[config.mk]
export PLATFORM = sky130hd
export DESIGN_NAME = reset_boot_ctrl
export DESIGN_NICKNAME = d
export VERILOG_FILES = /design/src/rtl/rbc_pkg.sv /design/src/rtl/rbc_rst_sync.sv /design/src/rtl/rbc_strap_sampler.sv /design/src/rtl/rbc_fetch_delay.sv /design/src/rtl/reset_boot_ctrl.sv
export SDC_FILE = /design/constraint.sdc
export NUM_CORES = 1
export LEC_CHECK = 0
export BUFFER_PORTS_ARGS = -buffer_cell sky130_fd_sc_hd__buf_2
export CORE_MARGIN = 2
export CORE_UTILIZATION = 25
export DETAILED_ROUTE_END_ITERATION = 6
export PLACE_DENSITY = 0.38
export SETUP_SLACK_MARGIN = 0.05
export SYNTH_ARGS = -nofsm -noshare
export SYNTH_HDL_FRONTEND = slang
export SYNTH_HIERARCHICAL = 1
export SYNTH_SLANG_ARGS = --single-unit
[constraint.sdc]
create_clock -name clk_i -period 1.3 [get_ports clk_i]
set_input_delay 0.065 -clock clk_i [delete_from_list [all_inputs] [get_ports clk_i]]
set_output_delay 0.065 -clock clk_i [all_outputs]
set_load 0.005 [all_outputs]
[src/rtl/rbc_pkg.sv]
package rbc_pkg;
  typedef enum logic [1:0] {
    ZSEL_EXT_CS0   = 2'd0,
    ZSEL_BOOT_SRAM = 2'd1,
    ZSEL_PRIM_SRAM = 2'd2
  } zero_sel_e;

  localparam int STRAP_NUM  = 2;
  localparam int STRAP_BOOT = 0;
  localparam int STRAP_TRI  = 1;
endpackage

[src/rtl/rbc_rst_sync.sv]
module rbc_rst_sync #(
  parameter int STAGES = 2
) (
  input  logic clk_i,
  input  logic rst_ni,
  input  logic wdt_rst_i,
  output logic sys_rst_no,
  output logic ext_rel_o
);
  logic [STAGES-1:0] sync_q;
  logic              ext_rel_q;

  always_ff @(posedge clk_i or negedge rst_ni) begin
    if (!rst_ni)        sync_q <= '0;
    else if (wdt_rst_i) sync_q <= '0;
    else                sync_q <= STAGES'({sync_q, 1'b1});
  end

  // external-only release marker, not touched by the watchdog
  always_ff @(posedge clk_i or negedge rst_ni) begin
    if (!rst_ni) ext_rel_q <= 1'b0;
    else         ext_rel_q <= 1'b1;
  end

  assign sys_rst_no = sync_q[STAGES-1];
  assign ext_rel_o  = ext_rel_q;

  p_wdt_forces_rst_r2: assert property (@(posedge clk_i) disable iff (!rst_ni)
    wdt_rst_i |=> !sys_rst_no);
endmodule

[src/rtl/rbc_strap_sampler.sv]
module rbc_strap_sampler #(
  parameter int WIN = 10
) (
  input  logic clk_i,
  input  logic hold_i,
  input  logic strap_i,
  output logic strap_o
);
  localparam int CW = $clog2(WIN + 1);

  logic          prev_hold_q;
  logic          last_q;
  logic          strap_q;
  logic [CW-1:0] run_q;

  // runs through reset on purpose: no reset on these flops
  always_ff @(posedge clk_i) begin
    prev_hold_q <= hold_i;
    if (hold_i) begin
      last_q <= strap_i;
      if (prev_hold_q && (strap_i == last_q)) begin
        if (run_q != CW'(WIN)) run_q <= run_q + 1'b1;
      end else begin
        run_q <= CW'(1);
      end
    end else if (prev_hold_q && (run_q == CW'(WIN))) begin
      strap_q <= last_q;
    end
  end

  assign strap_o = strap_q;
endmodule

[src/rtl/rbc_fetch_delay.sv]
module rbc_fetch_delay #(
  parameter int DELAY = 80
) (
  input  logic clk_i,
  input  logic rst_ni,
  input  logic wdt_rst_i,
  output logic fetch_en_o
);
  localparam int CW = $clog2(DELAY + 1);

  logic [CW-1:0] cnt_q;

  always_ff @(posedge clk_i or negedge rst_ni) begin
    if (!rst_ni)                  cnt_q <= '0;
    else if (wdt_rst_i)           cnt_q <= '0;
    else if (cnt_q != CW'(DELAY)) cnt_q <= cnt_q + 1'b1;
  end

  assign fetch_en_o = (cnt_q == CW'(DELAY));

  p_fetch_sticky_r3: assert property (@(posedge clk_i) disable iff (!rst_ni)
    fetch_en_o && !wdt_rst_i |=> fetch_en_o);
endmodule

[src/rtl/reset_boot_ctrl.sv]
module reset_boot_ctrl
  import rbc_pkg::*;
#(
  parameter int SYNC_STAGES = 2,
  parameter int STRAP_WIN   = 10,
  parameter int FETCH_DLY   = 80
) (
  input  logic       clk_i,
  input  logic       rst_ni,
  input  logic       wdt_rst_i,
  input  logic       boot_mode_i,
  input  logic       tri_sel_ni,
  input  logic       remap_wr_i,
  input  logic       remap_wdata_i,
  output logic       sys_rst_no,
  output logic       fetch_en_o,
  output logic       boot_mode_o,
  output logic       tristate_o,
  output logic       remap_o,
  output logic [1:0] zero_sel_o
);
  logic                 ext_rel;
  logic [STRAP_NUM-1:0] strap_in;
  logic [STRAP_NUM-1:0] strap_q;
  logic                 remap_q;
  zero_sel_e            zsel;

  rbc_rst_sync #(.STAGES(SYNC_STAGES)) u_rst_sync (
    .clk_i      (clk_i),
    .rst_ni     (rst_ni),
    .wdt_rst_i  (wdt_rst_i),
    .sys_rst_no (sys_rst_no),
    .ext_rel_o  (ext_rel)
  );

  assign strap_in[STRAP_BOOT] = boot_mode_i;
  assign strap_in[STRAP_TRI]  = tri_sel_ni;

  for (genvar g = 0; g < STRAP_NUM; g++) begin : g_strap
    rbc_strap_sampler #(.WIN(STRAP_WIN)) u_samp (
      .clk_i   (clk_i),
      .hold_i  (!ext_rel),
      .strap_i (strap_in[g]),
      .strap_o (strap_q[g])
    );
  end

  assign boot_mode_o = strap_q[STRAP_BOOT];
  assign tristate_o  = !strap_q[STRAP_TRI];

  rbc_fetch_delay #(.DELAY(FETCH_DLY)) u_fetch (
    .clk_i      (clk_i),
    .rst_ni     (rst_ni),
    .wdt_rst_i  (wdt_rst_i),
    .fetch_en_o (fetch_en_o)
  );

  // one-way: only a reset clears it
  always_ff @(posedge clk_i or negedge rst_ni) begin
    if (!rst_ni)                                           remap_q <= 1'b0;
    else if (wdt_rst_i)                                    remap_q <= 1'b0;
    else if (sys_rst_no && remap_wr_i && remap_wdata_i)    remap_q <= 1'b1;
  end

  assign remap_o = remap_q;

  always_comb begin
    if (remap_q)          zsel = ZSEL_PRIM_SRAM;
    else if (boot_mode_o) zsel = ZSEL_BOOT_SRAM;
    else                  zsel = ZSEL_EXT_CS0;
  end
  assign zero_sel_o = zsel;

  p_fetch_after_sys_r3: assert property (@(posedge clk_i) disable iff (!rst_ni)
    !sys_rst_no |-> !fetch_en_o);
  p_remap_sticky_r9: assert property (@(posedge clk_i) disable iff (!rst_ni)
    remap_o && !wdt_rst_i |=> remap_o);
  p_remap_set_only_r8: assert property (@(posedge clk_i) disable iff (!rst_ni)
    !remap_o && !(remap_wr_i && remap_wdata_i) |=> !remap_o);
  p_remap_not_in_rst_r8: assert property (@(posedge clk_i) disable iff (!rst_ni)
    !sys_rst_no |=> !remap_o);
  p_strap_stable_r7: assert property (@(posedge clk_i) disable iff (!rst_ni)
    ext_rel && $past(ext_rel) |=> $stable(boot_mode_o) && $stable(tristate_o));
endmodule

== After elaboration in Yosys (flattened, before gate mapping) ==
Cells that the tools add are included.

* Memory bits (writable): 0
* Bits in latches: 0
* Bits in registers: 24
* ROM bits: 0
* Memories kept: 0
* Output and inout port bits: 7
* Logic and storage cells: 48
* Bits of input ports: 7

* Divide/modulo/power cells: 0
* $mul: 0
* Magnitude comparators: 0
* Reduce and logical (&&, ||, !) cells: 14
* Mux-type cells: 9
* Shift-type cells: 0
* Bitwise operators: 1
* Add/subtract/negate cells: 3
* Equal/unequal tests: 10

{| class="wikitable"
|+ Operators by type and width
! cell !! count
|-
| $mux 7 || 2
|-
| $add 4x1->4 const B || 2
|-
| $eq 4x4->1 const B || 2
|-
| $mux 4 || 2
|-
| $ne 4x4->1 const B || 2
|-
| $reduce_and 2->1 || 4
|-
| $add 7x1->7 const B || 1
|-
| $eq 7x7->1 const B || 1
|-
| $ne 7x7->1 const B || 1
|-
| $logic_and 1x1->1 || 6
|-
| $mux 2 || 2
|-
| $ne 2x2->1 const B || 2
|-
| $reduce_bool 2->1 || 2
|-
| $mux 1 || 3
|-
| $eq 1x1->1 || 2
|-
| $logic_not 1->1 || 2
|-
| $not 1->1 || 1
|}

== Depth between registers and ports, before layout ==
Gate-level depths: netlist (run 1).

* Depth after elaboration: 4
* Gate-level depth with buffers: 5
* Depth with buffers taken out: 4

== Modules after synthesis ==
The synthesis (run 1) kept the hierarchy.

{| class="wikitable"
|+ Modules (own cells, without submodules)
! module !! instances !! cells each !! seq. area each (um^2) !! area an instance (um^2)
|-
| rbc_strap_sampler || 2 || 22 || 200.2 || 301.5
|-
| rbc_fetch_delay || 1 || 37 || 175.2 || 379.1
|-
| rbc_rst_sync || 1 || 6 || 75.1 || 88.8
|-
| reset_boot_ctrl || 1 || 7 || 25.0 || 56.3
|}

== Worst setup path after synthesis (run 1) ==
OpenSTA, ideal clock, no wires.

* Kind: reg-to-reg
* Start point: register u_fetch.cnt_q[3]
* End point: register u_fetch.cnt_q[0]
* Arrival: 1.218 ns
* Setup slack: -0.043 ns
* Setup time: 0.125 ns
* Stages on the path, launching flop included: 5
* Buffers on the path: 1
* Clock period less this slack: 1.343 ns
* Cell sequence: dfrtp_1 -> nor4b_2 -> and3_1 -> buf_6 -> mux2_4

* Cells in the longest elaborated chain, start to end: 2

{| class="wikitable"
|+ RTL lines
! element !! RTL line !! source
|-
| start: declaration || rbc_fetch_delay.sv:11 || <nowiki>logic [CW-1:0] cnt_q;</nowiki>
|-
| start signal: assignment || rbc_fetch_delay.sv:16 || <nowiki>else if (cnt_q != CW'(DELAY)) cnt_q <= cnt_q + 1'b1;</nowiki>
|-
| $ne 7x7->1 || rbc_fetch_delay.sv:16 ||
|-
| $reduce_bool 2->1 (no source line) || -- ||
|}

Every way passes these cells.
A chain may end at the register's enable or synchronous reset.

== Worst setup path in the final report (run 1) ==
* Start point: register u_fetch.cnt_q[5]
* End point: output fetch_en_o

* Cells in the longest elaborated chain, start to end: 1

{| class="wikitable"
|+ RTL lines
! element !! RTL line !! source
|-
| $eq 7x7->1 || rbc_fetch_delay.sv:19 || <nowiki>assign fetch_en_o = (cnt_q == CW'(DELAY));</nowiki>
|-
| end: declaration || reset_boot_ctrl.sv:16 || <nowiki>output logic fetch_en_o,</nowiki>
|}

Every way passes these cells.

==> run summary, run 1 <==
Status -> finished with violations
Failing checks -> negative setup slack
Fmax -> 712 MHz
Max_cap viols -> 0
Antenna cells -> 0
Mux cell area share after synthesis -> 0.0222
Simple-gate portion of the synthesized area -> 0.156
Startpoint Class -> flop
Global route overflow -> 0
Sink Count -> 25
R2r startpoint -> u_fetch/cnt_q[5]$_DFFE_PN0P_
Hold-critical path depth -> 1
Synth top cells by count -> 12 x edfxtp_1, 11 x dfrtp_1, 11 x nor2_1
Adder-Cell Fraction of Synth Area -> 0.0666
Peak supply drop -> 0.000512 V
Final worst path period share -> 1.08
Tmin final -> 1.40 ns
Area contributors post-synth -> edfxtp_1 32%, dfrtp_1 24%, ha_1 6.7%
Clock skew -> 0.00145 ns
Final GP Congestion -> 0.697
HP Class -> input port to flop
Largest net degree at the start of global routing -> 15
CP Class -> flop to output pin
Prevailing post-synth register cell -> edfxtp_1
Worst Setup SP -> u_fetch/cnt_q[5]$_DFFE_PN0P_
Crit-path most repeated cell -> buf_6
Asr flop ratio synth -> 0.440
Area leader, netlist -> edfxtp_1
Unrepaired setup endpoints after global routing -> true
DRT antenna net count -> 0
CTS tree -> built
Initial Utilization -> 0.259
Syn nets -> 107
Sequential cell area fraction in the yosys report -> 0.599
Post-Syn Area -> 1130 µm²
Fin. Hold Viols -> 0
Most common cell in the netlist -> edfxtp_1
Final instance area -> 1570 µm²
Post-layout util -> 0.360
Vert. Die Dim -> 71.2 µm
Total number of vias -> 773
Reg-to-reg setup timing slack -> -0.10 ns
Fill cell count -> 435
Leak pwr -> 0.671 nW
CTS buffer count -> 3
Average size of a mapped cell -> 12.0 µm²
Core area -> 4350 µm²
Flop and latch count out of synthesis -> 25
Unique cell type count in the Yosys netlist -> 27
DIE WIDTH -> 71.2 µm
Final wirelength -> 2080 µm
Nets -> 142
Cells after Synth -> 94
# DRC -> 0
Number of buffers added on ports -> 13
Syn-to-layout area delta -> 39.1%
Pre-antenna DRT Iters -> 4
Pwr dens -> 985 nW/µm²
Post-DR wirelength/cell -> 11.6 µm
Largest family of logic cells by synthesized area -> simple AND/OR/NAND/NOR gates
Worst endpoint required time -> 1.24 ns
Yosys warning count -> 6
Synth top area share -> 0.320
Max Fanout on Critical Path -> 2
Drt initial violations -> 27
Crit path arrival time -> 1.34 ns
Vias in the first global route -> 702
Setup violators final -> 8
First-pass GRT wire length -> 3280 µm
Vias per inst -> 4.29
Bufs on Longest Clock Path -> 2
Post-synth EDFFs -> 12
Worst reg2reg path depth -> 4
I/O pin count -> 14
Min-delay src -> boot_mode_i
Final slew viol count -> 0
Crit path largest cell delay -> 0.39 ns
Final worst slack -> -0.105 ns
Instance area at placement -> 1320 µm²
Cell Rows -> 24
Compound-Gate Fraction of Synth Area -> 0.0388
Worst-path cell chain -> nor4b_2 > and3_1 > buf_6 > buf_6
Critical path's slowest cell -> dfrtp_1
All-Layer GR Usage -> 0.0837
XOR/XNOR Fraction of Synth Area -> 0.0699
Htree depth -> 1
Worst-skew pair later-pin latency -> 0.26 ns
Clock-pin slew on the worst setup and hold paths -> 0.08 ns
Share of layout cells above drive strength 1 -> 0.453
CP endpoint kind -> output pin
Initial antenna violation count -> 0
Detailed Place HPWL -> 1390 µm
Clk Tree Root Cell -> clkbuf_8
Die area -> 5060 µm²
## final cells by class
| type | instances | area (µm²) | area share |
|---|---|---|---|
| clock buffers | 3 | 41.3 | 0.0263 |
| clock inverters | 1 | 5.00 | 0.00319 |
| inverters | 7 | 26.3 | 0.0168 |
| multi-input cells | 59 | 505 | 0.322 |
| flip-flops and latches | 25 | 676 | 0.431 |
| well taps | 52 | 65.1 | 0.0415 |
| repair buffers | 33 | 249 | 0.159 |
## metrics by stage
| stage | setup slack [ns] | total power [mW] | instances | setup TNS, ns | hold WS (ns) |
|---|---|---|---|---|---|
| detailed placement | -0.00785 | 1.06 | 167 | -0.0317 | -0.0473 |
| CTS | -0.104 | 1.55 | 178 | -0.279 | 0.00436 |
| finish | -0.105 | 1.54 | 180 | -0.279 | 0.0216 |
| global placement | -0.0209 | 1.06 | 167 | -0.0209 | -0.0442 |
| floorplan | -0.0308 | 0.991 | 94 | -0.0308 | -0.231 |
| global route | -0.165 | 1.63 | 180 | -1.07 | 0.00943 |
## layer usage
| metal | track usage | vias up | routed length (µm) | share of wire |
|---|---|---|---|---|
| li1 | - | 384 | - | - |
| met1 | 0.107 | 373 | 966 | 0.46 |
| met2 | 0.130 | 14 | 1000 | 0.48 |
| met3 | 0.0356 | 2 | 94 | 0.045 |
| met4 | 0.0252 | 0 | 19 | 0.0091 |
| met5 | 0 | - | 0 | 0 |
## state kept, by name, indices dropped and copies added, names as in the netlist
name	count
g_strap.u_samp/last_q	2
u_rst_sync/sync_q	2
u_fetch/cnt_q	7
g_strap.u_samp/prev_hold_q	2
remap_o	1
u_rst_sync/ext_rel_o	1
g_strap.u_samp/strap_o	2
g_strap.u_samp/run_q	8
## worst max-delay path: cells and delay by family (launching register included)
kind                   cells  cell delay (ns)
DFF                        1             0.39
and+or+nand+nor            2             0.50
buffers and inverters      2             0.19
## where the power goes
group	leakage, nW	internal [mW]	switching (mW)
Sequential	0.278	0.871	0.0323
Combinational	0.368	0.103	0.0905
Clock	0.0255	0.214	0.233
Total	0.671	1.19	0.356
## kinds of logic after synthesis
family	after synthesis
flip-flops	25
other	1
AO/OA/AOI/OAI	7
buffers and inverters	10
multiplexers	2
adder cells (fa/ha/maj)	6
XOR/XNOR	9
AND/OR/NAND/NOR	34
## worst paths after layout
kind / end
worst min-delay path: g_strap[0].u_samp/last_q$_DFFE_PP_
max in group asynchronous: u_fetch/cnt_q[6]$_DFFE_PN0P_
worst max register to register: u_fetch/cnt_q[0]$_DFFE_PN0P_
min in group asynchronous: u_fetch/cnt_q[0]$_DFFE_PN0P_
worst min register to register: u_rst_sync/sync_q[1]$_DFF_PN0_
worst max-delay path: fetch_en_o
## placed cells by master, fill, tap and decap left out, types with 3 or more instances in the layout
cell	instances
xor2_1	4
edfxtp_1	12
nor2_2	3
buf_6	7
nand3_1	5
buf_4	12
xnor2_2	4
inv_1	6
nor2_1	7
clkbuf_8	3
dfrtp_1	11
nand2_1	3
ha_2	3
buf_2	12
ha_1	3
## repair_timing
action | in CTS | in global routing
hold buffers | 1 | 1
buffers inserted | 6 | 2
endpoints found under the hold margin | 11 | 1
gates resized for setup | 7 | 23
setup endpoints to repair | 13 | 20
pin swaps | 6 | 8
Power figures use the tool's default switching activity.
==> inputs of run 2 (changes only) <==
--- a/config.mk
+++ b/config.mk
@@ -9,6 +9,7 @@
 export CORE_MARGIN = 2
 export CORE_UTILIZATION = 25
 export DETAILED_ROUTE_END_ITERATION = 6
+export HOLD_SLACK_MARGIN = 0.1
 export PLACE_DENSITY = 0.38
 export SETUP_SLACK_MARGIN = 0.05
 export SYNTH_ARGS = -nofsm -noshare
==> run 2 against run 1 <==
  * The run still ends with negative setup slack left
  * Core utilization up 0.92 points
  * Count of clock-buffer cells in the layout unchanged
  * Hold slack better by 0.14 ns
  * Sequential power about the same
  * Combinational power grew 5%
  * Critical endpoint unchanged
  * Largest cell class unchanged
==> run summary, run 2 (same netlist as run 1, synthesis figures left out) <==
Nets -> 146
Pre-antenna DRT Iters -> 4
Unrepaired setup endpoints after global routing -> true
Post-DR wirelength/cell -> 11.6 µm
Final worst path period share -> 1.08
Hold-critical path depth -> 3
Max_cap viols -> 0
Crit path arrival time -> 1.34 ns
Status -> finished with violations
Max Fanout on Critical Path -> 2
CTS buffer count -> 3
Initial Utilization -> 0.259
CP Class -> flop to output pin
Initial antenna violation count -> 0
I/O pin count -> 14
Final worst slack -> -0.106 ns
Register with the most flip-flops -> g_strap.u_samp/run_q
Final slew viol count -> 0
Syn-to-layout area delta -> 42.6%
First-pass GRT wire length -> 3360 µm
Clk Tree Root Cell -> clkbuf_8
R2r startpoint -> u_fetch/cnt_q[5]$_DFFE_PN0P_
Clock skew -> 0.00145 ns
Detailed Place HPWL -> 1390 µm
Largest registers -> g_strap.u_samp/run_q x8, u_fetch/cnt_q x7
Leak pwr -> 0.688 nW
CTS tree -> built
Bufs on Longest Clock Path -> 2
Total number of vias -> 788
Cell Rows -> 24
Share of layout cells above drive strength 1 -> 0.439
# DRC -> 0
Core area -> 4350 µm²
Hold Slack -> 0.164 ns
Largest net degree at the start of global routing -> 15
Vias in the first global route -> 730
Clock-pin slew on the worst setup and hold paths -> 0.08 ns
Final GP Congestion -> 0.697
DIE WIDTH -> 71.2 µm
Failing checks -> negative setup slack
Reg-to-reg endpoint -> u_fetch/cnt_q[0]$_DFFE_PN0P_
Instance area at placement -> 1320 µm²
Die area -> 5060 µm²
Fmax -> 711 MHz
HP Class -> input port to flop
Vias per inst -> 4.28
Number of buffers added on ports -> 13
Setup violators final -> 8
Antenna cells -> 0
Htree depth -> 1
Startpoint Class -> flop
Final instance area -> 1610 µm²
All-Layer GR Usage -> 0.0855
Max FFs per register -> 8
CP endpoint kind -> output pin
WHS Endpoint -> g_strap[1].u_samp/run_q[0]$_SDFFCE_PN1P_
Worst-skew pair later-pin latency -> 0.26 ns
Peak supply drop -> 0.000518 V
Most frequent cells in the layout -> 12 x edfxtp_1, 12 x buf_4, 12 x buf_2, 11 x dfrtp_1
DRT antenna net count -> 0
Vert. Die Dim -> 71.2 µm
Worst reg2reg path depth -> 4
Global route overflow -> 0
Fin. Hold Viols -> 0
Reg-to-reg setup timing slack -> -0.10 ns
Sink Count -> 25
Pwr dens -> 968 nW/µm²
Tmin final -> 1.41 ns
Drt initial violations -> 18
Worst endpoint required time -> 1.24 ns
Final wirelength -> 2130 µm
Min-delay src -> tri_sel_ni
==> run 2: cell count changes in the layout (fill, tap and decap cells not counted) <==
cell	before	now
dlygate4sd3_1	2	6
==> run 2: worst max path at each step <==
stage,to,slack (ns),start
after floorplan,u_fetch/cnt_q[0]$_DFFE_PN0P_,-0.03,u_fetch/cnt_q[2]$_DFFE_PN0P_
after global placement,g_strap[1].u_samp/strap_o$_DFFE_PP_,-0.02,g_strap[1].u_samp/run_q[0]$_SDFFCE_PN1P_
after detailed placement,g_strap[1].u_samp/run_q[3]$_SDFFCE_PN0P_,-0.008,g_strap[1].u_samp/last_q$_DFFE_PP_
after CTS,fetch_en_o,-0.10,u_fetch/cnt_q[2]$_DFFE_PN0P_
after global routing,fetch_en_o,-0.17,u_fetch/cnt_q[5]$_DFFE_PN0P_
final,fetch_en_o,-0.11,u_fetch/cnt_q[5]$_DFFE_PN0P_
==> run 2: stage by stage <==
stage               utilization  power [mW]  TNS, ns  setup WS (ns)  std cells
floorplan                     -       0.991  -0.0308        -0.0308         94
global placement          0.303        1.06  -0.0209        -0.0209        167
detailed placement        0.303        1.06  -0.0317       -0.00785        167
CTS                       0.347        1.56   -0.279         -0.104        183
global route              0.369        1.64    -1.07         -0.165        184
finish                    0.369        1.56   -0.281         -0.106        184
==> run 2: layer usage <==
layer | part of all wire | vias up | GRT usage
met1 | 0.46 | 380 | 0.107
li1 | - | 392 | -
met2 | 0.49 | 14 | 0.136
met4 | 0.0089 | 0 | 0.0252
met5 | 0 | - | 0
met3 | 0.041 | 2 | 0.0356
==> run 2: area by class of cell <==
cell class,instances,area (µm²)
Fill cell,434,2750
Sequential cell,25,676
Multi-Input combinational cell,59,505
Timing Repair Buffer,37,289
Tap cell,52,65.1
Clock buffer,3,41.3
Inverter,7,26.3
Clock inverter,1,5.00
==> run 2: repair_timing <==
| item | CTS | global route |
|---|---|---|
| setup endpoints to repair | 13 | 20 |
| setup buffers | 6 | 2 |
| resized for setup | 7 | 23 |
| pin swaps | 6 | 8 |
| gates cloned | 0 | 0 |
| hold buffers | 6 | 0 |
| endpoints found under the hold margin | 15 | 0 |
==> run 2: power by group <==
| part | switching [mW] | leakage [nW] | internal [mW] |
|---|---|---|---|
| sequential | 0.0323 | 0.278 | 0.871 |
| combinational | 0.0920 | 0.385 | 0.111 |
| clock | 0.236 | 0.0255 | 0.214 |
| total | 0.360 | 0.688 | 1.20 |
==> run 2: critical path: stages (launching register included) <==
cell and delay, ns:
dfrtp_1 0.39, nor4b_2 0.28, and3_1 0.22, buf_6 0.11, buf_6 0.08
